## src/rtl/rtc_pi_pkg.sv

```systemverilog
package rtc_pi_pkg;
    // control byte bit positions (decoded by the register file neighbour)
    localparam int CTL_PIE_BIT  = 6;
    localparam int CTL_AIE_BIT  = 5;
    localparam int CTL_UIE_BIT  = 4;
    localparam int CTL_SQWE_BIT = 3;

    // flag byte bit positions
    localparam int FLG_SUM_BIT = 7;
    localparam int FLG_PER_BIT = 6;
    localparam int FLG_ALM_BIT = 5;
    localparam int FLG_UPD_BIT = 4;

    typedef struct packed {
        logic per;
        logic alm;
        logic upd;
    } src_flags_t;

    // divider width needed for a given rate-code width
    function automatic int div_width(input int rate_w);
        return (1 << rate_w) - 2;
    endfunction
endpackage

```

## src/rtl/rtc_pi_divider.sv

```systemverilog
module rtc_pi_divider
    import rtc_pi_pkg::*;
#(
    parameter int RATE_W = 4
) (
    input  logic              clk,
    input  logic              rst_n,
    input  logic              tick,
    input  logic [RATE_W-1:0] rate,
    input  logic              sqw_en,
    output logic              per_evt,
    output logic              sqw
);
    localparam int CNT_W = div_width(RATE_W);
    localparam int SH_W  = $clog2(CNT_W + 1);

    typedef struct packed {
        logic [CNT_W-1:0] cnt;
        logic             sqw;
    } div_state_t;

    div_state_t       st_d, st_q;
    logic [SH_W-1:0]  shift_d;
    logic [SH_W-1:0]  tap_d;
    logic [CNT_W-1:0] mask_d;
    logic             active_d;

    always_comb begin
        active_d = (rate != '0);
        // codes 0 and 1 share the shortest interval
        shift_d  = (rate <= RATE_W'(1)) ? SH_W'(1) : SH_W'(rate - RATE_W'(1));
        tap_d    = shift_d - SH_W'(1);
        mask_d   = {CNT_W{1'b1}} >> (CNT_W - int'(shift_d));
        per_evt  = tick && active_d && ((st_q.cnt & mask_d) == mask_d);

        st_d     = st_q;
        if (tick) begin
            st_d.cnt = st_q.cnt + CNT_W'(1);
        end
        st_d.sqw = sqw_en && active_d && st_d.cnt[tap_d];
    end

    always_ff @(posedge clk or negedge rst_n) begin
        if (!rst_n) begin
            st_q <= '0;
        end else begin
            st_q <= st_d;
        end
    end

    assign sqw = st_q.sqw;

    p_rate_off_quiet_r2: assert property (@(posedge clk) disable iff (!rst_n)
        (rate == '0) |-> !per_evt);
    p_rate_off_low_r2: assert property (@(posedge clk) disable iff (!rst_n)
        (rate == '0) |=> !sqw);
    p_evt_on_tick_r3: assert property (@(posedge clk) disable iff (!rst_n)
        per_evt |-> tick);
    p_sqw_gate_r5: assert property (@(posedge clk) disable iff (!rst_n)
        !sqw_en |=> !sqw);
endmodule

```

## src/rtl/rtc_pi_flags.sv

```systemverilog
module rtc_pi_flags
    import rtc_pi_pkg::*;
(
    input  logic       clk,
    input  logic       rst_n,
    input  logic       rd,
    input  src_flags_t evt,
    input  src_flags_t en,
    output logic [7:0] rdata,
    output logic       irq
);
    src_flags_t fl_d, fl_q;
    logic       sum_d;

    always_comb begin
        // a read clears, but an event in the same cycle survives it
        if (rd) begin
            fl_d = evt;
        end else begin
            fl_d = fl_q | evt;
        end
        sum_d = (fl_q.per & en.per) | (fl_q.alm & en.alm) | (fl_q.upd & en.upd);

        rdata              = '0;
        rdata[FLG_SUM_BIT] = sum_d;
        rdata[FLG_PER_BIT] = fl_q.per;
        rdata[FLG_ALM_BIT] = fl_q.alm;
        rdata[FLG_UPD_BIT] = fl_q.upd;
    end

    always_ff @(posedge clk or negedge rst_n) begin
        if (!rst_n) begin
            fl_q <= '0;
        end else begin
            fl_q <= fl_d;
        end
    end

    assign irq = sum_d;

    p_read_clears_r8: assert property (@(posedge clk) disable iff (!rst_n)
        (rd && (evt == '0)) |=> (rdata == 8'h00));
    p_collide_kept_r9: assert property (@(posedge clk) disable iff (!rst_n)
        evt.alm |=> rdata[FLG_ALM_BIT]);
    p_sticky_r11: assert property (@(posedge clk) disable iff (!rst_n)
        (!rd && rdata[FLG_UPD_BIT]) |=> rdata[FLG_UPD_BIT]);
    p_low_nibble_r10: assert property (@(posedge clk) disable iff (!rst_n)
        rdata[3:0] == 4'h0);
    p_irq_needs_flag_r7: assert property (@(posedge clk) disable iff (!rst_n)
        irq |-> (rdata[6:4] != 3'b000));
endmodule

```

## src/rtl/rtc_periodic_irq.sv

```systemverilog
module rtc_periodic_irq
    import rtc_pi_pkg::*;
#(
    parameter int RATE_W = 4
) (
    input  logic              clk,
    input  logic              rst_n,
    input  logic              tick_32k,
    input  logic [RATE_W-1:0] rate_sel,
    input  logic [7:0]        ctl_byte,
    input  logic              rd_flags,
    input  logic              alarm_evt,
    input  logic              update_evt,
    output logic [7:0]        flag_byte,
    output logic              irq,
    output logic              sqw
);
    logic       per_evt;
    src_flags_t evt_w, en_w;
    logic       unused_ctl;

    assign unused_ctl = ^{ctl_byte[7], ctl_byte[2:0]};

    assign evt_w = '{per: per_evt, alm: alarm_evt, upd: update_evt};
    assign en_w  = '{per: ctl_byte[CTL_PIE_BIT],
                     alm: ctl_byte[CTL_AIE_BIT],
                     upd: ctl_byte[CTL_UIE_BIT]};

    rtc_pi_divider #(.RATE_W(RATE_W)) u_div (
        .clk     (clk),
        .rst_n   (rst_n),
        .tick    (tick_32k),
        .rate    (rate_sel),
        .sqw_en  (ctl_byte[CTL_SQWE_BIT]),
        .per_evt (per_evt),
        .sqw     (sqw)
    );

    rtc_pi_flags u_flags (
        .clk   (clk),
        .rst_n (rst_n),
        .rd    (rd_flags),
        .evt   (evt_w),
        .en    (en_w),
        .rdata (flag_byte),
        .irq   (irq)
    );

    p_irq_is_summary_r7: assert property (@(posedge clk) disable iff (!rst_n)
        irq == flag_byte[FLG_SUM_BIT]);
endmodule

```

## config.mk

```make
export PLATFORM = sky130hd
export DESIGN_NAME = rtc_periodic_irq
export DESIGN_NICKNAME = d
export VERILOG_FILES = /design/src/rtl/rtc_pi_pkg.sv /design/src/rtl/rtc_pi_divider.sv /design/src/rtl/rtc_pi_flags.sv /design/src/rtl/rtc_periodic_irq.sv
export SDC_FILE = /design/constraint.sdc
export NUM_CORES = 1
export LEC_CHECK = 0
export CAP_MARGIN = 40
export CORE_MARGIN = 1.5
export CORE_UTILIZATION = 35
export DETAILED_ROUTE_END_ITERATION = 10
export GPL_ROUTABILITY_DRIVEN = 0
export MAX_ROUTING_LAYER = met4
export PLACE_DENSITY = 0.6
export SLEW_MARGIN = 10
export SYNTH_ARGS = -nofsm -noshare
export SYNTH_HDL_FRONTEND = slang
export SYNTH_SLANG_ARGS = --single-unit
```

## constraint.sdc

```tcl
create_clock -name clk -period 2.43 [get_ports clk]
set_clock_uncertainty 0.2 [all_clocks]
set_input_delay 0.486 -clock clk [delete_from_list [all_inputs] [get_ports clk]]
set_output_delay 0.486 -clock clk [all_outputs]
set_load 0.02 [all_outputs]
```

# Word level (Yosys, flattened, before mapping)

Cells that the tools add are included.
Widths: inputs -> output; s select.

Logic and storage cells: 30
Output and inout bits: 10
Register bits: 18

Shift-type cells: 1
Magnitude comparators: 2
Reduce and logical (&&, ||, !) cells: 5
Add/sub/neg operators: 4
Equal/unequal tests: 1
Bitwise logic cells: 7
Muxes and demuxes: 5

Operators with widths:

| operator               | count |
|---|---|
| $shr 14x32->14 const A | 1 |
| $add 14x1->14 const B  | 1 |
| $and 14x14->14         | 1 |
| $eq 14x14->1           | 1 |
| $mux 14                | 1 |
| $sub 4x1->4 const B    | 2 |
| $lt 4x5->1 const B     | 1 |
| $sub 4x4->5 const A    | 1 |
| $bmux 1 s4             | 1 |
| $le 4x1->1 const B     | 1 |
| $logic_and 1x1->1      | 4 |
| $mux 4                 | 1 |
| $reduce_bool 4->1      | 1 |
| $and 1x1->1            | 3 |
| $mux 3                 | 1 |
| $or 3x3->3             | 1 |
| $or 1x1->1             | 2 |
| $mux 1                 | 1 |

# Depth between registers and ports, before layout

Word-level depth: 9
Depth in mapped cells: 16

# Cells and area by module

Synthesis repeated with hierarchy kept, for this count alone.

Cells, all modules: 178
Area total of the unflattened synthesis: 1550.2 sq um

By module, submodules not included:

| module         | times used | area an instance (sq um) | sequential area each (sq um) | cells each |
|---|---|---|---|---|
| rtc_pi_divider | 1          | 1392.6                   | 375.4                        | 163 |
| rtc_pi_flags   | 1          | 157.7                    | 75.1                         | 15 |

# Least setup slack after synthesis

No wires, ideal clock.

Kind: in2reg
Start: input port rate_sel[0]
End: register u_flags.fl_q (netlist bit u_flags.rdata[6])
Data arrival time: 3.247 ns
Stages: 16
Required time: 2.164 ns
Library setup time: 0.066 ns
Buffers on the path: 1
Slack: -1.083 ns
Cells stage by stage: buf_2 -> inv_1 -> ha_1 -> nor2_1 -> nor2_1 -> or2_2 -> inv_1 -> ha_1 -> inv_1 -> ha_1 -> nor2b_1 -> nor2_1 -> or4_1 -> nor3_1 -> o221ai_1 -> nand2_1

RTL lines:

| item                 | RTL line              | text |
|---|---|---|
| from (decl)          | rtc_periodic_irq.sv:9 | `input logic [RATE_W-1:0] rate_sel,` |
| to (signal assigned) | rtc_pi_flags.sv:35    | `fl_q <= fl_d;` |
| to (decl)            | rtc_pi_flags.sv:12    | `src_flags_t fl_d, fl_q;` |

==> impl_results.md <==
- Height of the die: around 68 µm
- Critical path buffers and inverters: 4
- Worst hold stages: 1
- Synth Register Bits: 18
- Number of synthesized flops with an enable pin: 0
- Hold EP: u_flags.rdata[5]$_DFF_PN0_
- Fmax: between 300 and 400 MHz
- Reg2Reg Setup Slack: 0.27 ns
- Die Wd: between 60 and 70 µm
- # IOs: 28
- Main combinational cell family by area after synthesis: simple AND/OR/NAND/NOR gates
- Origin of the worst min-delay path: u_flags.rdata[5]$_DFF_PN0_
- Level count of the clock H-tree: 1
- Reg2Reg Capture Point: u_div.sqw$_DFF_PN0_
- Delay-heaviest family, CP: simple AND/OR/NAND/NOR gates
- Cell Area, Synth: 1475 µm²
- Net Sw Frac: 0.3902
- Crit-path max FO: 3
- Sink Count: 18
- Mapped Cells: 162
- Synth Area in Simple Gates: 0.2358
- Period Utilization, post-route: 1.121
- Layout Nets: 238
- Most frequent cells in the layout: 32 x buf_4, 18 x dfrtp_1, 13 x clkdlybuf4s50_1
- Register share of total power: 0.361
- Largest area contributor in the netlist: dfrtp_1
- Starting Density: 0.3661
- Synth Area in Compound Gates: 0.1773
- N_diodes: 0
- Fin util: 0.5301
- Min-Delay Path Class: reg -> reg
- Crit path time final: approximately 2.7 ns
- CP required: 2.43 ns
- Clock power frac: 0.192
- Crit start category: input port
- Reg2Reg Launch Point: u_div.st_q[1]$_DFF_PN0_
- Slowest library cell on the worst path: or4_4
- DIE AREA: 4613 µm²
- # port buffers: 19
- Num rows: 23
- Vias in the first global route: ~1400
- DR vias: approximately 1400
- Pin count of the biggest net entering global routing: 19
- Clk Latency, worst-skew pair: 0.25 ns
- Fraction of layout cells with a size suffix above 1: 0.3555
- Core ar.: 4029 µm²
- Setup CP Type: in -> reg
- Detail Placement HPWL: about 3000 µm
- Xor/xnor share of the synthesized area: 0.09330
- Clock Path Buffers: 2
- Top FF cell, synth: dfrtp_1
- Share of the synthesized area in the top cell type: 0.3053
- Slew Limit Fails: 0
- Total power: 1.292 mW
- Final setup fails: 2
- Worst R2R Path Depth: 6
- DR pass1 iterations: 4
- Average size of a mapped cell: 9.106 µm²
- Status: finished, violations left
- Arrival @ worst endpoint: between 2 and 3 ns
- Gate power share: 0.448
- CTS tree: built
- Tot GR Track Use: 0.1972
- Hold Buf Count CTS: 0
- Sequential fraction of the synthesis area: 0.3053
- ANT nets after route: 0
- Net Switching: 504.3 µW
- DR DRC count: 0
- Area Growth Syn to Fin: 44.78%
- Top cells by area, synth: dfrtp_1 31%, ha_1 6.8%, xnor2_1 4.2%
- Internal power: ~790 µW
- Worst path max stage delay: about 0.48 ns
- Crit-path most repeated cell: ha_4
- Worst hold slack: between 0.3 and 0.4 ns
- Final Routed Wirelength: 4025 µm
- Synth Warn #: 0
- Failing checks: negative setup slack
- First-pass GRT wire length: 6713 µm
- RSZ-0062 raised after global routing: yes
- Critical path capture point type: flop
- Pleak: 0.9518 nW
- Ys async rst share: 1.000
- Drt wl/cell: 15.42 µm
- GRT Residual Overflow: 0
- Initial antenna violation count: 0
- Setup_tns: -0.3115 ns
- Vias per cell: 5.372
- Synth cell types: 51
- CTS Buf Count: 3
- Max Cap Violations: 0
- Adder-cell share of the synthesized area: 0.06785
- Clock Pin Slew Worst Setup and Hold Paths: 0.07 ns
- Cell-by-cell trace of the critical path: buf_6, inv_6, ha_4, nor2_4, nor2_2, or2_4, inv_4, ha_4, inv_2, ha_4, nor2b_4, o221ai_2, or4_4, nor3_2, o221ai_1, nand2_1
- Final hold vios: 0
- Commonest non-fill, non-tap cell in the layout: buf_4
- Pwr per Cell Area: about 600 nW/µm²
- Pre-CTS setup slack: -1.159 ns
- Peak supply drop: 215.6 µV
- Fin worst setup slack: -0.2939 ns
- DRC marker count from the first detailed-route iteration: 61
- Mux cell area share after synthesis: 0.02969
- CTS root buf: clkbuf_8
==> layer usage <==
| metal | part of all wire | track usage | vias to the layer above |
|---|---|---|---|
| li1 | - | - | 665 |
| met1 | 0.42 | 0.2360 | 670 |
| met2 | 0.49 | 0.3434 | 57 |
| met3 | 0.053 | 0.01480 | 10 |
| met4 | 0.031 | 0.07750 | 0 |
| met5 | 0 | - | - |
==> cell families after synthesis <==
kind of cell | after synthesis
buffers and inverters | 26
other | 1
adder cells (fa/ha/maj) | 8
multiplexers | 3
AND/OR/NAND/NOR | 58
flip-flops | 18
XOR/XNOR | 14
AO/OA/AOI/OAI | 34
==> power groups by stage <==
stage	clock network [mW]	registers, mW	logic, mW
detailed placement	0	0.473	0.509
floorplan	0	0.454	0.342
CTS	0.254	0.466	0.558
finish	0.248	0.466	0.579
global route	0.268	0.477	0.627
global placement	0	0.469	0.497
==> cell type report <==
class	count	area (µm²)
fillers	351	1893
multi-input cells	121	1052
flip-flops and latches	18	450.4
repair buffers	52	442.9
inverters	16	72.57
well taps	50	62.56
clock buffers	4	55.05
==> synthesized netlist by cell type (2+ instances only) <==
| master | instances |
|---|---|
| a211oi_1 | 4 |
| nor3b_1 | 2 |
| buf_4 | 6 |
| dfrtp_1 | 18 |
| nand3_1 | 4 |
| nand2_1 | 11 |
| nor2_1 | 12 |
| nor4_1 | 2 |
| nand4_1 | 4 |
| a21oi_1 | 5 |
| o21ai_0 | 4 |
| or2_2 | 3 |
| o221ai_1 | 2 |
| xor2_1 | 5 |
| a21o_1 | 4 |
| ha_1 | 8 |
| xnor2_1 | 7 |
| a31oi_1 | 4 |
| inv_1 | 15 |
| nor2b_1 | 2 |
| nand2b_1 | 5 |
| nand4_4 | 2 |
| nor3_1 | 5 |
==> flip-flops by register name (all words and copies together) (netlist names) <==
register	count
u_div.sqw	1
u_flags.rdata	3
u_div.st_q	14
==> what timing repair did <==
item	4_1_cts	5_1_grt
gates resized for setup	32	4
pin swaps	15	0
setup endpoints to repair	4	2
buffers inserted	5	0
==> through the flow <==
stage	cells	cell area, µm²
6_report	261	2136
5_1_grt	261	2136
4_1_cts	261	2116
3_5_place_dp	252	1957
3_3_place_gp	252	1957
2_1_floorplan	165	1589
==> worst max-delay path by stage <==
stage                            from                         end  depth (start not counted)
after CTS                 rate_sel[0]  u_flags.rdata[6]$_DFF_PN0_                         16
final                     rate_sel[1]  u_flags.rdata[6]$_DFF_PN0_                         16
after global routing      rate_sel[0]  u_flags.rdata[6]$_DFF_PN0_                         16
after detailed placement  rate_sel[1]  u_flags.rdata[6]$_DFF_PN0_                         16
after global placement    rate_sel[0]  u_flags.rdata[6]$_DFF_PN0_                         16
after floorplan           rate_sel[0]  u_flags.rdata[6]$_DFF_PN0_                         16
Note: power is estimated with default switching activity, not from simulation.
